<file path="src/rtl/fnp_pkg.sv">
package fnp_pkg;
  typedef enum logic [1:0] {
    PICK_A    = 2'd0,
    PICK_B    = 2'd1,
    PICK_C    = 2'd2,
    PICK_DFLT = 2'd3
  } pick_t;

  typedef enum logic [1:0] {
    POL_SIG_FIRST = 2'd0,
    POL_SRC_ORDER = 2'd1,
    POL_PLAIN     = 2'd2,
    POL_PLAIN_ALT = 2'd3
  } policy_t;

  typedef struct packed {
    logic is_nan;
    logic is_quiet;
    logic is_sig;
  } nan_class_t;
endpackage

</file>
<file path="src/rtl/fnp_classify.sv">
module fnp_classify
  import fnp_pkg::*;
#(
  parameter int EXP_W  = 8,
  parameter int FRAC_W = 23
) (
  input  logic [EXP_W+FRAC_W:0] value,
  input  logic                  snan_hi,
  output nan_class_t            cls
);
  localparam int QBIT = FRAC_W - 1;

  logic [EXP_W-1:0]  exp_f;
  logic [FRAC_W-1:0] frac_f;
  logic              exp_max;
  logic              low_nz;

  assign exp_f   = value[EXP_W+FRAC_W-1:FRAC_W];
  assign frac_f  = value[FRAC_W-1:0];
  assign exp_max = &exp_f;
  assign low_nz  = |frac_f[QBIT-1:0];

  always_comb begin
    if (snan_hi) begin
      cls.is_sig   = exp_max & frac_f[QBIT];
      cls.is_quiet = exp_max & ~frac_f[QBIT] & low_nz;
    end else begin
      cls.is_quiet = exp_max & frac_f[QBIT];
      cls.is_sig   = exp_max & ~frac_f[QBIT] & low_nz;
    end
    cls.is_nan = cls.is_sig | cls.is_quiet;
  end
endmodule

</file>
<file path="src/rtl/fnp_priority.sv">
module fnp_priority
  import fnp_pkg::*;
(
  input  nan_class_t cls_a,
  input  nan_class_t cls_b,
  input  nan_class_t cls_c,
  input  logic       infzero,
  input  logic [1:0] policy,
  output logic [1:0] choice,
  output logic       rule_invalid
);
  pick_t   pick;
  policy_t pol;

  assign pol = policy_t'(policy);

  always_comb begin
    pick         = PICK_B;
    rule_invalid = 1'b0;
    unique case (pol)
      POL_SIG_FIRST: begin
        if (infzero && cls_c.is_quiet) begin
          rule_invalid = 1'b1;
          pick         = PICK_DFLT;
        end else if (cls_c.is_sig)   pick = PICK_C;
        else if (cls_a.is_sig)       pick = PICK_A;
        else if (cls_b.is_sig)       pick = PICK_B;
        else if (cls_c.is_quiet)     pick = PICK_C;
        else if (cls_a.is_quiet)     pick = PICK_A;
        else                         pick = PICK_B;
      end
      POL_SRC_ORDER: begin
        if (infzero) begin
          rule_invalid = 1'b1;
          pick         = PICK_C;
        end else if (cls_a.is_nan)   pick = PICK_A;
        else if (cls_c.is_nan)       pick = PICK_C;
        else                         pick = PICK_B;
      end
      default: begin
        if (cls_a.is_nan)            pick = PICK_A;
        else if (cls_b.is_nan)       pick = PICK_B;
        else                         pick = PICK_C;
      end
    endcase
  end

  assign choice = pick;
endmodule

</file>
<file path="src/rtl/fnp_output.sv">
module fnp_output
  import fnp_pkg::*;
#(
  parameter int EXP_W  = 8,
  parameter int FRAC_W = 23
) (
  input  logic [2:0][EXP_W+FRAC_W:0] ops,
  input  nan_class_t [2:0]           cls,
  input  logic [1:0]                 choice,
  input  logic                       snan_hi,
  input  logic                       dflt_mode,
  output logic [EXP_W+FRAC_W:0]      result
);
  localparam int W    = EXP_W + FRAC_W + 1;
  localparam int QBIT = FRAC_W - 1;

  logic [W-1:0] dflt_nan;
  logic [W-1:0] picked;
  logic [W-1:0] quiet_mask;
  logic         picked_sig;

  always_comb begin
    dflt_nan = '0;
    dflt_nan[W-2:FRAC_W] = '1;
    if (snan_hi) dflt_nan[QBIT-1:0] = '1;
    else         dflt_nan[QBIT]     = 1'b1;
  end

  always_comb begin
    quiet_mask       = '0;
    quiet_mask[QBIT] = 1'b1;
  end

  always_comb begin
    picked     = ops[0];
    picked_sig = 1'b0;
    case (pick_t'(choice))
      PICK_A: begin picked = ops[0]; picked_sig = cls[0].is_sig; end
      PICK_B: begin picked = ops[1]; picked_sig = cls[1].is_sig; end
      PICK_C: begin picked = ops[2]; picked_sig = cls[2].is_sig; end
      default: begin picked = dflt_nan; picked_sig = 1'b0; end
    endcase
  end

  always_comb begin
    if (dflt_mode || choice == PICK_DFLT) result = dflt_nan;
    else if (picked_sig)                  result = snan_hi ? dflt_nan : (picked | quiet_mask);
    else                                  result = picked;
  end
endmodule

</file>
<file path="src/rtl/fma_nan_pick.sv">
module fma_nan_pick
  import fnp_pkg::*;
#(
  parameter int EXP_W  = 8,
  parameter int FRAC_W = 23
) (
  input  logic [EXP_W+FRAC_W:0] op_a,
  input  logic [EXP_W+FRAC_W:0] op_b,
  input  logic [EXP_W+FRAC_W:0] op_c,
  input  logic                  infzero,
  input  logic [1:0]            policy,
  input  logic                  dflt_mode,
  input  logic                  snan_hi,
  output logic [1:0]            choice,
  output logic [EXP_W+FRAC_W:0] result,
  output logic                  invalid
);
  localparam int N_OPS = 3;

  logic [N_OPS-1:0][EXP_W+FRAC_W:0] ops;
  nan_class_t [N_OPS-1:0]           cls;
  logic [N_OPS-1:0]                 sig_vec;
  logic                             rule_invalid;

  assign ops[0] = op_a;
  assign ops[1] = op_b;
  assign ops[2] = op_c;

  for (genvar gi = 0; gi < N_OPS; gi++) begin : g_cls
    fnp_classify #(.EXP_W(EXP_W), .FRAC_W(FRAC_W)) i_cls (
      .value   (ops[gi]),
      .snan_hi (snan_hi),
      .cls     (cls[gi])
    );
    assign sig_vec[gi] = cls[gi].is_sig;
  end

  fnp_priority i_prio (
    .cls_a        (cls[0]),
    .cls_b        (cls[1]),
    .cls_c        (cls[2]),
    .infzero      (infzero),
    .policy       (policy),
    .choice       (choice),
    .rule_invalid (rule_invalid)
  );

  fnp_output #(.EXP_W(EXP_W), .FRAC_W(FRAC_W)) i_out (
    .ops       (ops),
    .cls       (cls),
    .choice    (choice),
    .snan_hi   (snan_hi),
    .dflt_mode (dflt_mode),
    .result    (result)
  );

  assign invalid = (|sig_vec) | rule_invalid;
endmodule

</file>
<file path="config.mk">
export PLATFORM = sky130hd
export DESIGN_NAME = fma_nan_pick
export DESIGN_NICKNAME = d
export VERILOG_FILES = /design/src/rtl/fnp_pkg.sv /design/src/rtl/fnp_classify.sv /design/src/rtl/fnp_priority.sv /design/src/rtl/fnp_output.sv /design/src/rtl/fma_nan_pick.sv
export SDC_FILE = /design/constraint.sdc
export NUM_CORES = 1
export LEC_CHECK = 0
export ABC_AREA = 1
export BUFFER_PORTS_ARGS = -buffer_cell sky130_fd_sc_hd__buf_2
export CAP_MARGIN = 25
export CORE_MARGIN = 3
export CORE_UTILIZATION = 38
export DETAILED_ROUTE_END_ITERATION = 8
export GPL_TIMING_DRIVEN = 0
export MAX_ROUTING_LAYER = met4
export PLACE_DENSITY = 0.81
export SETUP_SLACK_MARGIN = 0.05
export SYNTH_ARGS = -nofsm -noshare
export SYNTH_HDL_FRONTEND = slang
export SYNTH_SLANG_ARGS = --single-unit
</file>
<file path="constraint.sdc">
create_clock -name vclk -period 3.3
set_input_delay 0.825 -clock vclk [all_inputs]
set_output_delay 0.825 -clock vclk [all_outputs]
set_load 0.005 [all_outputs]
</file>
==> flow_summary.yaml <==
cells_and_area:
  regArea_sq_um: 0
  n_clock_buffer: 0
  fillers: 331
  fin_cells: 563
  seq_cell_count: 0
  nets: 614
  drive_above_1_share: 0.5636
  final_util: 0.7457
  diodes: 0
  area_delta_synth_final_pct: 87.31
die:
  dieArea_sq_um: 5443
  initial_core_util: 0.3981
  rows: 24
  io_pins: 136
  fp.dieW_um: 73.78
  chipHeight_um: 73.78
  core_area_sq_um: 4384
synthesis:
  synth.area.top_cells: "nand2_1, nand3_1, nor2_1"
  synth_common_cells: "nand2_1, nor2_1, nand3_1"
  postSynthNetCount: 448
  seq_area_frac_synth: 0
  synth.avg_cell_area_sq_um: 5.030
  synth_top_area_share: 0.3118
  synth.most_common_cell: "nand2_1"
  ys_types: 26
  netlist_area_sq_um: 1745
  syn_inst: 347
  synth_area_leader_cell: "nand2_1"
  ys_warn_count: 0
sta:
  setup_violations: 34
  tightest_slew_ns: 0.3995
  final.setup.tns_ns: -14.29
  hold_violations: 0
  rsz0062_at_grt: "yes"
  min_period_ns: 3.834
  slew_headroom: 0.7337
  worst_slack_ns: -0.5344
  slew_violations: 0
  fmax_mhz: 260.8
  finalCritPeriodShare: 1.162
critical_path:
  crit_path_end_kind: "primary output"
  worstPathMaxFanout: 8
  cp_top_family: "simple AND/OR/NAND/NOR gates"
  worstSetupPathType: "input pin to primary output"
  cp_cell_sequence: "buf_6, or2_0, nor2_1, nand3_1, nand3_1, nand2_2, inv_2, nand2_2, nand2_2, nand2_2, nand2_4, nand2_8, buf_12, nor2_8, buf_6, nand2_2, nand3_1, nand2_1, nand3_2, buf_2"
  timing.critical_path.buf_inv: 5
  cpMaxStageDelayCell: "or2_0"
  cp_common_cell: "nand2_2"
  arrival_ns: 3.01
  worstSetupStartpointType: "input pin"
  crit_required_ns: 2.47
  slowest_delay_ns: 0.23
power:
  ir_worst_vdd_uv: 99.60
  power.leakage_nw: 1.706
  power_w: 0.0004979
  p_per_area_nw_per_um2: 152.3
placement:
  dp.final_hpwl_mm: 5.608
  routabilityCongestion: 0.8785
  numPortBuffers: 135
  place_inst: 534
global_routing:
  grt_usage: 0.2585
  grt_pass1_vias: 2567
  grt_start_max_net_pins: 12
  overflow: 0
  antenna_found_initial: 0
  grt_pass1_wl_mm: 11.29
drt:
  num_vias: 3119
  drt_pass1_iterations: 4
  wirelength_mm: 8.512
  drt_iter0_drc: 178
  remaining_drc_errors: 0
  antenna_left: 0
  viasPerCell: 5.540
  wl_per_cell_um: 15.12
flow_run:
  drv_cap: 0
worst_hold_path:
  hold_class: "input pin to primary output"
run_status:
  status: "complete, but fails checks"
  violations: "setup timing"
clock_tree:
  postCtsHoldBufs: 0
placed cells by master, fill, tap and decap left out, types with 4 or more instances in the layout:
master / n
nor2_2: 22
buf_4: 23
nand2_2: 21
buf_6: 32
nand2_1: 129
nand4_1: 16
nor2_4: 10
a21oi_2: 11
buf_12: 4
nand3_2: 26
buf_2: 114
nor2_1: 29
nand3_1: 34
inv_1: 6
report_power, final:
part | internal (W) | leakage (nW) | switching, W | total, W
sequential | 0 | 0 | 0 | 0
clock | 0 | 0 | 0 | 0
combinational | 0.000241 | 1.71 | 0.000256 | 0.000498
per-layer routing:
| metal | track usage | vias to the layer above | wire, um |
|---|---|---|---|
| met2 | 0.4675 | 230 | 4266 |
| met1 | 0.3180 | 1374 | 3089 |
| li1 | - | 1474 | - |
| met4 | 0.04628 | 0 | 281 |
| met3 | 0.01094 | 41 | 874 |
| met5 | - | - | 0 |
metrics by stage:
step | hold slack, ns | worst slack [ns] | cell area (sq um)
finish | 1.933 | -0.5344 | 3269
global route | 1.955 | -0.6708 | 3269
CTS | 1.948 | -0.3788 | 2819
detailed placement | 1.949 | -0.4930 | 2501
global placement | 1.944 | -0.4780 | 2501
floorplan | 1.760 | 0.03451 | 1760
cell families after synthesis:
| family | Yosys count | synth area share |
|---|---|---|
| compound gates | 19 | 0.06882 |
| buf+inv | 28 | 0.09964 |
| simple gates | 300 | 0.8315 |
layout make-up:
class | count | area, sq um | area share
buffer | 17 | 193.9 | 0.05932
inverter | 11 | 48.80 | 0.01493
multi-input combinational | 320 | 1868 | 0.5714
tap | 52 | 65.06 | 0.01990
timing repair buffer | 163 | 1094 | 0.3345
timing repair:
item / in CTS / in global routing
pin swaps: 22 / 51
buffers inserted: 14 / 11
resized for setup: 47 / 87
cloned: 3 / 2
setup endpoints to repair: 33 / 34
worst paths after layout:
path / slack (ns) / startpoint / cells after the start / to
setup / recovery: -0.53 / op_b[1] / 20 / result[6]
hold / removal: 1.93 / op_b[29] / 4 / result[29]
Note: power is estimated with default switching activity, not from simulation.
